File: config.mk
export PLATFORM = sky130hd
export DESIGN_NAME = bch_sector_fixer
export DESIGN_NICKNAME = d
export VERILOG_FILES = /design/src/rtl/bch_fix_pkg.sv /design/src/rtl/bch_fix_ctrl.sv /design/src/rtl/bch_fix_datapath.sv /design/src/rtl/bch_sector_fixer.sv
export SDC_FILE = /design/constraint.sdc
export NUM_CORES = 1
export LEC_CHECK = 0
export BUFFER_PORTS_ARGS = -buffer_cell sky130_fd_sc_hd__buf_2
export CAP_MARGIN = 20
export CORE_ASPECT_RATIO = 0.5
export CORE_MARGIN = 3
export CORE_UTILIZATION = 35
export DETAILED_ROUTE_END_ITERATION = 16
export PLACE_DENSITY_LB_ADDON = 0.15
export SLEW_MARGIN = 20
export SYNTH_ARGS = -nofsm -noshare
export SYNTH_HDL_FRONTEND = slang
export SYNTH_SLANG_ARGS = --single-unit
File: constraint.sdc
create_clock -name clk -period 4.25 [get_ports clk]
set_input_delay 0.425 -clock clk [delete_from_list [all_inputs] [get_ports clk]]
set_output_delay 0.425 -clock clk [all_outputs]
set_load 0.02 [all_outputs]
File: src/rtl/bch_fix_pkg.sv
package bch_fix_pkg;

  localparam int WORD_W       = 32;
  localparam int PACK_W       = 104;
  localparam int CNT_FIELD_LO = 10;
  localparam int CNT_FIELD_W  = 4;
  localparam int TOP_FIELD_LO = 16;
  localparam int TOP_FIELD_W  = 8;

  typedef enum logic [2:0] {
    ST_IDLE,
    ST_DECIDE,
    ST_FIX,
    ST_SCAN_ECC,
    ST_SCAN_DATA,
    ST_CHECK,
    ST_FILL,
    ST_DONE
  } fixState_t;

  typedef struct packed {
    logic load;
    logic fixStep;
    logic cntEcc;
    logic cntData;
    logic fillStep;
    logic setFail;
  } fixStrobe_t;

endpackage

File: src/rtl/bch_fix_ctrl.sv
module bch_fix_ctrl
  import bch_fix_pkg::*;
#(
  parameter int SECTOR_BYTES = 512,
  parameter int ECC_BYTES    = 13,
  parameter int MAX_ERR      = 8,
  parameter int ADDR_W       = 10
) (
  input  logic                   clk,
  input  logic                   rstN,
  input  logic                   start,
  input  logic [CNT_FIELD_W-1:0] errCnt,
  input  logic                   overLimit,
  input  logic                   sumOk,
  output fixStrobe_t             strobes,
  output logic [ADDR_W-1:0]      ptr,
  output logic                   busy,
  output logic                   done
);

  localparam logic [ADDR_W-1:0] LAST_ECC  = ADDR_W'(ECC_BYTES - 1);
  localparam logic [ADDR_W-1:0] LAST_DATA = ADDR_W'(SECTOR_BYTES - 1);

  fixState_t state, nextState;
  logic [ADDR_W-1:0] nextPtr;
  logic [ADDR_W-1:0] lastSlot;

  assign lastSlot = ADDR_W'(errCnt) - ADDR_W'(1);

  always_ff @(posedge clk or negedge rstN) begin
    if (!rstN) begin
      state <= ST_IDLE;
      ptr   <= '0;
    end else begin
      state <= nextState;
      ptr   <= nextPtr;
    end
  end

  always_comb begin
    strobes   = '0;
    nextState = state;
    nextPtr   = ptr;
    unique case (state)
      ST_IDLE: begin
        if (start) begin
          strobes.load = 1'b1;
          nextState    = ST_DECIDE;
          nextPtr      = '0;
        end
      end
      ST_DECIDE: begin
        nextPtr = '0;
        if (errCnt == '0)                 nextState = ST_DONE;
        else if (int'(errCnt) <= MAX_ERR) nextState = ST_FIX;
        else                              nextState = ST_SCAN_ECC;
      end
      ST_FIX: begin
        strobes.fixStep = 1'b1;
        if (ptr == lastSlot) nextState = ST_DONE;
        else                 nextPtr   = ptr + 1'b1;
      end
      ST_SCAN_ECC: begin
        if (overLimit) begin
          strobes.setFail = 1'b1;
          nextState       = ST_DONE;
        end else begin
          strobes.cntEcc = 1'b1;
          if (ptr == LAST_ECC) begin
            nextState = ST_SCAN_DATA;
            nextPtr   = '0;
          end else begin
            nextPtr = ptr + 1'b1;
          end
        end
      end
      ST_SCAN_DATA: begin
        if (overLimit) begin
          strobes.setFail = 1'b1;
          nextState       = ST_DONE;
        end else begin
          strobes.cntData = 1'b1;
          if (ptr == LAST_DATA) nextState = ST_CHECK;
          else                  nextPtr   = ptr + 1'b1;
        end
      end
      ST_CHECK: begin
        nextPtr = '0;
        if (sumOk) begin
          nextState = ST_FILL;
        end else begin
          strobes.setFail = 1'b1;
          nextState       = ST_DONE;
        end
      end
      ST_FILL: begin
        strobes.fillStep = 1'b1;
        if (ptr == LAST_DATA) nextState = ST_DONE;
        else                  nextPtr   = ptr + 1'b1;
      end
      ST_DONE: nextState = ST_IDLE;
      default: nextState = ST_IDLE;
    endcase
  end

  assign busy = (state != ST_IDLE);
  assign done = (state == ST_DONE);

endmodule

File: src/rtl/bch_fix_datapath.sv
module bch_fix_datapath
  import bch_fix_pkg::*;
#(
  parameter int SECTOR_BYTES = 512,
  parameter int MAX_ERR      = 8,
  parameter int IDX_W        = 13,
  parameter int ADDR_W       = 10,
  parameter int CNT_W        = 4
) (
  input  logic                   clk,
  input  logic                   rstN,
  input  fixStrobe_t             strobes,
  input  logic [ADDR_W-1:0]      ptr,
  input  logic [WORD_W-1:0]      errWord1,
  input  logic [WORD_W-1:0]      errWord2,
  input  logic [WORD_W-1:0]      errWord3,
  input  logic [WORD_W-1:0]      statusWord,
  input  logic [7:0]             memRdata,
  output logic [ADDR_W-1:0]      memAddr,
  output logic                   memWe,
  output logic [7:0]             memWdata,
  output logic [CNT_FIELD_W-1:0] errCnt,
  output logic                   overLimit,
  output logic                   sumOk,
  output logic [CNT_W-1:0]       fixCount,
  output logic                   fail
);

  localparam int SECTOR_BITS = SECTOR_BYTES * 8;
  localparam int SLOT_W      = (MAX_ERR > 1) ? $clog2(MAX_ERR) : 1;
  localparam int ZW          = $clog2(2 * MAX_ERR + 2) + 1;
  localparam logic [ZW-1:0] ZSAT  = ZW'(MAX_ERR + 1);
  localparam logic [ZW-1:0] ZLIM  = ZW'(MAX_ERR);

  logic [PACK_W-1:0] locVec;
  logic [IDX_W-1:0]  slotIdx [MAX_ERR];
  logic [IDX_W-1:0]  adjIdx;
  logic              inRange;
  logic [7:0]        bitMask;
  logic [3:0]        zeroHere;
  logic [ZW-1:0]     eccZeros, dataZeros, eccSum, dataSum, eccNext, dataNext;
  logic              unusedStatus;

  assign unusedStatus = ^{statusWord[31:24], statusWord[15:14], statusWord[9:0]};

  generate
    for (genvar g = 0; g < MAX_ERR; g++) begin : g_slot
      assign slotIdx[g] = locVec[g*IDX_W +: IDX_W];
    end
  endgenerate

  assign adjIdx  = slotIdx[ptr[SLOT_W-1:0]] ^ IDX_W'(3);
  assign inRange = int'(adjIdx) < SECTOR_BITS;
  assign bitMask = 8'(1) << adjIdx[2:0];

  always_comb begin
    memAddr  = ptr;
    memWe    = 1'b0;
    memWdata = memRdata;
    if (strobes.fixStep) begin
      memAddr  = ADDR_W'(adjIdx >> 3);
      memWe    = inRange;
      memWdata = memRdata ^ bitMask;
    end else if (strobes.cntEcc) begin
      memAddr = ADDR_W'(SECTOR_BYTES) + ptr;
    end else if (strobes.fillStep) begin
      memWe    = 1'b1;
      memWdata = 8'hFF;
    end
  end

  assign zeroHere = 4'($countones(~memRdata));
  assign eccSum   = eccZeros + ZW'(zeroHere);
  assign dataSum  = dataZeros + ZW'(zeroHere);
  assign eccNext  = (eccSum > ZSAT) ? ZSAT : eccSum;
  assign dataNext = (dataSum > ZSAT) ? ZSAT : dataSum;

  assign overLimit = (eccZeros > ZLIM) || (dataZeros > ZLIM);
  assign sumOk     = ({1'b0, eccZeros} + {1'b0, dataZeros}) <= {1'b0, ZLIM};

  always_ff @(posedge clk or negedge rstN) begin
    if (!rstN) begin
      locVec    <= '0;
      errCnt    <= '0;
      eccZeros  <= '0;
      dataZeros <= '0;
      fixCount  <= '0;
      fail      <= 1'b0;
    end else if (strobes.load) begin
      locVec    <= {statusWord[TOP_FIELD_LO +: TOP_FIELD_W], errWord3, errWord2, errWord1};
      errCnt    <= statusWord[CNT_FIELD_LO +: CNT_FIELD_W];
      eccZeros  <= '0;
      dataZeros <= '0;
      fixCount  <= '0;
      fail      <= 1'b0;
    end else begin
      if (strobes.fixStep && inRange) fixCount <= fixCount + 1'b1;
      if (strobes.cntEcc)             eccZeros <= eccNext;
      if (strobes.cntData)            dataZeros <= dataNext;
      if (strobes.setFail)            fail <= 1'b1;
    end
  end

endmodule

File: src/rtl/bch_sector_fixer.sv
module bch_sector_fixer
  import bch_fix_pkg::*;
#(
  parameter int SECTOR_BYTES = 512,
  parameter int ECC_BYTES    = 13,
  parameter int MAX_ERR      = 8,
  parameter int IDX_W        = 13,
  parameter int ADDR_W       = $clog2(SECTOR_BYTES + ECC_BYTES),
  parameter int CNT_W        = $clog2(MAX_ERR + 1)
) (
  input  logic              clk,
  input  logic              rstN,
  input  logic              start,
  input  logic [31:0]       errWord1,
  input  logic [31:0]       errWord2,
  input  logic [31:0]       errWord3,
  input  logic [31:0]       statusWord,
  output logic [ADDR_W-1:0] memAddr,
  output logic              memWe,
  output logic [7:0]        memWdata,
  input  logic [7:0]        memRdata,
  output logic              busy,
  output logic              done,
  output logic [CNT_W-1:0]  fixCount,
  output logic              fail
);

  fixStrobe_t               strobes;
  logic [ADDR_W-1:0]        ptr;
  logic [CNT_FIELD_W-1:0]   errCnt;
  logic                     overLimit;
  logic                     sumOk;

  bch_fix_ctrl #(
    .SECTOR_BYTES(SECTOR_BYTES),
    .ECC_BYTES   (ECC_BYTES),
    .MAX_ERR     (MAX_ERR),
    .ADDR_W      (ADDR_W)
  ) u_ctrl (
    .clk      (clk),
    .rstN     (rstN),
    .start    (start),
    .errCnt   (errCnt),
    .overLimit(overLimit),
    .sumOk    (sumOk),
    .strobes  (strobes),
    .ptr      (ptr),
    .busy     (busy),
    .done     (done)
  );

  bch_fix_datapath #(
    .SECTOR_BYTES(SECTOR_BYTES),
    .MAX_ERR     (MAX_ERR),
    .IDX_W       (IDX_W),
    .ADDR_W      (ADDR_W),
    .CNT_W       (CNT_W)
  ) u_dp (
    .clk       (clk),
    .rstN      (rstN),
    .strobes   (strobes),
    .ptr       (ptr),
    .errWord1  (errWord1),
    .errWord2  (errWord2),
    .errWord3  (errWord3),
    .statusWord(statusWord),
    .memRdata  (memRdata),
    .memAddr   (memAddr),
    .memWe     (memWe),
    .memWdata  (memWdata),
    .errCnt    (errCnt),
    .overLimit (overLimit),
    .sumOk     (sumOk),
    .fixCount  (fixCount),
    .fail      (fail)
  );

endmodule

==> results.txt <==
Outcome: completed
Net Sw Frac: 40.7%
First-pass GRT wire length: 32.4 mm
Post-Synthesis Cells: 833
Antenna Nets Post-Route: 0
Critical Path Max Stage Delay: 0.54 ns
Final RePlAce weighted congestion: 0.775
Setup TNS Final: 0 ns
# resized after CTS: 0
Worst path buffer plus inverter count: 4
Max-cap violations: 0
Cell area after synthesis: 0.00752 sq mm
Slew HR: 39.5%
Seq pwr share: 34.5%
Synth Net Count: 1003
Die ar.: 0.0234 sq mm
Min cycle time layout: 3.66 ns
Worst Path Max Fanout: 3
Synth cell types: 53
Switching pwr: 2.72 mW
GR Overflow Total: 0
Critical Path Start Type: input port
Post-CTS Setup Bufs: 0
Htree depth: 4
Drc violations: 0
Final core utilization: 43.3%
Port bufs: 144
Post-DR wirelength/cell: 16.3 microns
Least-Margin Pin Slew: 0.907 ns
Initial Utilization: 36.1%
Clock Path Buffers: 2
First drt pass iteration count: 5
CP arrival: 3.97 ns
Boundary pin count: 165
Worst path cell trace: buf_2 -> inv_1 -> ha_1 -> fa_1 -> inv_1 -> fa_1 -> inv_1 -> ha_1 -> fa_1 -> ha_1 -> a21o_1 -> a21oi_1 -> xnor2_1 -> or2_2 -> o31ai_1
CP top delay family: adder cells
Setup violators final: 0
CTS Sinks: 138
Vias: 6118
Setup crit end kind: register
ANT cells: 0
Core Area: 0.0208 sq mm
Worst hold margin: 0.0191 ns
CTS tree: yes
Seq/Total Area, Yosys: 45.9%
Avg Inst Size Synth: 9.03 sq um
Fmax: 274 MHz
Hold Vio Cnt, Final: 0
Overall Global Routing Usage: 18.1%
Worst hold path type: input port to asynchronous set/reset pin
Share of cells above drive strength 1: 22.9%
Skew-Pair Late Insertion Delay: 0.42 ns
Gate power share: 43.9%
Max Transition Viols Final: 0
Slowest-stage cell, CP: fa_1
Vias in the first global route: 6114
Yosys reg bits: 138
Total CTS buffers: 17
Clock Skew: 0.0111 ns
Clock power frac: 21.6%
Cell Pwr Density: 739 mW/mm^2
Pin count of the biggest net entering global routing: 77
Dpl hpwl: 14.7 mm
CTS root buffer: clkbuf_16
CP Class: input port to register
Die Y: 110 microns
Worst Path Required: 4.57 ns
Initial detailed-routing violation count: 384
Placement row count: 37
DIE WIDTH: 213 microns
CTS clk-pin slew, worst paths: 0.06 ns
IR drop worst, VDD: 226 uV
Area Overhead vs Synth: 20.1%
Pleak: 4.66 nW
Layout Nets: 1133
RSZ-0062 raised after global routing: false
Internal: 3.96 mW
Synth warn: 0
Vias/cell: 4.91
Ratio of final minimum period to clock period: 86.0%
Drt total wl: 20.4 mm
Hold buffers post-CTS: 0
Initial antenna violation count: 0
==> worst paths after layout <==
kind                            depth (start not counted)                 to       startpoint  slack (ns)
worst min-delay path                                    1  u_dp.dataZeros[3]             rstN        0.02
worst max-delay path                                   15  u_dp.dataZeros[1]      memRdata[0]        0.59
worst min register to register                          2    u_dp.locVec[14]  u_dp.locVec[14]        0.47
worst max register to register                          7      u_ctrl.ptr[2]   u_dp.errCnt[0]        1.34
max in group asynchronous                               2    u_dp.locVec[76]             rstN        3.24
min in group clk                                        3    u_dp.locVec[52]     errWord2[20]        0.19
==> worst register-to-register path: stages, from the launching register on <==
cell and delay, ns:
dfrtp_1 0.40, inv_1 0.09, ha_1 0.19, or3b_1 0.44
o31a_1 0.35, o311ai_2 0.71, or2_1 0.42, o21ai_0 0.17
==> registers in the layout (all words and copies together), names as in the netlist <==
name            flops
u_dp.locVec       104
u_ctrl.ptr         10
u_dp.dataZeros      6
u_dp.eccZeros       6
u_dp.errCnt         4
u_dp.fixCount       4
u_ctrl.state        3
u_dp.fail           1
==> power by group through the flow <==
stage | clock network [mW] | logic, mW | registers (mW)
finish | 1.44 | 2.93 | 2.30
CTS | 1.47 | 2.99 | 2.31
global route | 1.52 | 3.32 | 2.38
global placement | 0 | 2.93 | 2.31
detailed placement | 0 | 2.97 | 2.33
floorplan | 0 | 2.28 | 2.13
==> through the flow <==
step / setup WS [ns] / total power, mW / instances / area (sq um)
floorplan: 0.466 / 4.40 / 833 / 7520
global placement: 0.245 / 5.24 / 1217 / 8480
detailed placement: 0.105 / 5.30 / 1217 / 8480
CTS: 0.576 / 6.77 / 1246 / 9030
global route: 0.437 / 7.22 / 1246 / 9030
finish: 0.594 / 6.67 / 1246 / 9030
==> layer usage <==
layer / vias up / track usage, % / routed length (microns)
li1: 3021 / - / -
met1: 2980 / 25.0 / 9510
met2: 92 / 29.6 / 9900
met3: 25 / 3.14 / 657
met4: 0 / 5.09 / 282
met5: - / 0 / 0
==> cell families after synthesis <==
group / after synthesis / synth area share, %
compound gates: 82 / 7.14
xor+xnor: 24 / 2.80
fa+ha+maj: 31 / 5.86
buf+inv: 83 / 4.73
flops: 138 / 45.9
mux: 35 / 9.34
simple gates: 440 / 24.2
==> Yosys cell counts, drive strengths merged <==
cell / count / area, sq um
o21a: 1 / 7.51
nor2: 26 / 97.6
and3: 5 / 31.3
mux4: 26 / 601
o41ai: 5 / 51.3
nand3b: 2 / 15.0
clkbuf: 28 / 105
nand2: 350 / 1310
o211ai: 2 / 15.0
ha: 24 / 300
nor3: 7 / 40.0
nor4: 5 / 52.6
o31ai: 11 / 87.6
a21o: 6 / 45.0
a21oi: 16 / 80.1
and2: 3 / 18.8
mux2i: 6 / 60.1
or3: 2 / 12.5
o221ai: 2 / 17.5
xor2: 10 / 87.6
a311oi: 1 / 8.76
o31a: 1 / 8.76
a31oi: 3 / 18.8
dfrtp: 138 / 3450
nor2b: 3 / 18.8
or2: 3 / 18.8
buf: 17 / 108
nand4: 6 / 37.5
inv: 38 / 143
nor3b: 2 / 25.0
o311ai: 2 / 25.0
fa: 7 / 140
xnor2: 14 / 123
a211oi: 3 / 22.5
nand2b: 4 / 25.0
o21ai: 28 / 140
o2111ai: 1 / 8.76
or3b: 1 / 8.76
mux2: 3 / 41.3
nand3: 21 / 105
==> cells in the final DEF, fill, tap and decap left out, types with 4 or more instances in the layout <==
cell	synthesis	layout
nand2b_1	4	4
nor2_1	26	26
buf_2	13	143
and3_1	5	5
inv_1	38	38
o21ai_0	28	28
a21oi_1	16	16
mux4_1	4	4
o41ai_1	4	4
a21o_1	6	6
clkinv_2	0	4
clkbuf_16	0	17
nand3_1	21	21
mux2i_1	6	6
nor3_1	6	6
fa_1	7	7
dfrtp_1	138	137
mux4_2	22	22
xnor2_1	14	14
nand4_1	6	6
xor2_1	10	10
o31ai_1	10	10
ha_1	24	24
nand2_1	350	349
buf_4	1	12
==> layout make-up <==
| type | instances | area, sq um |
|---|---|---|
| flip-flops and latches | 138 | 3450 |
| multi-input cells | 612 | 3720 |
| fillers | 2131 | 11800 |
| clock inverters | 12 | 129 |
| repair buffers | 156 | 817 |
| clock buffers | 17 | 425 |
| inverters | 38 | 143 |
| well taps | 273 | 342 |
(Power assumes the default switching activity.)
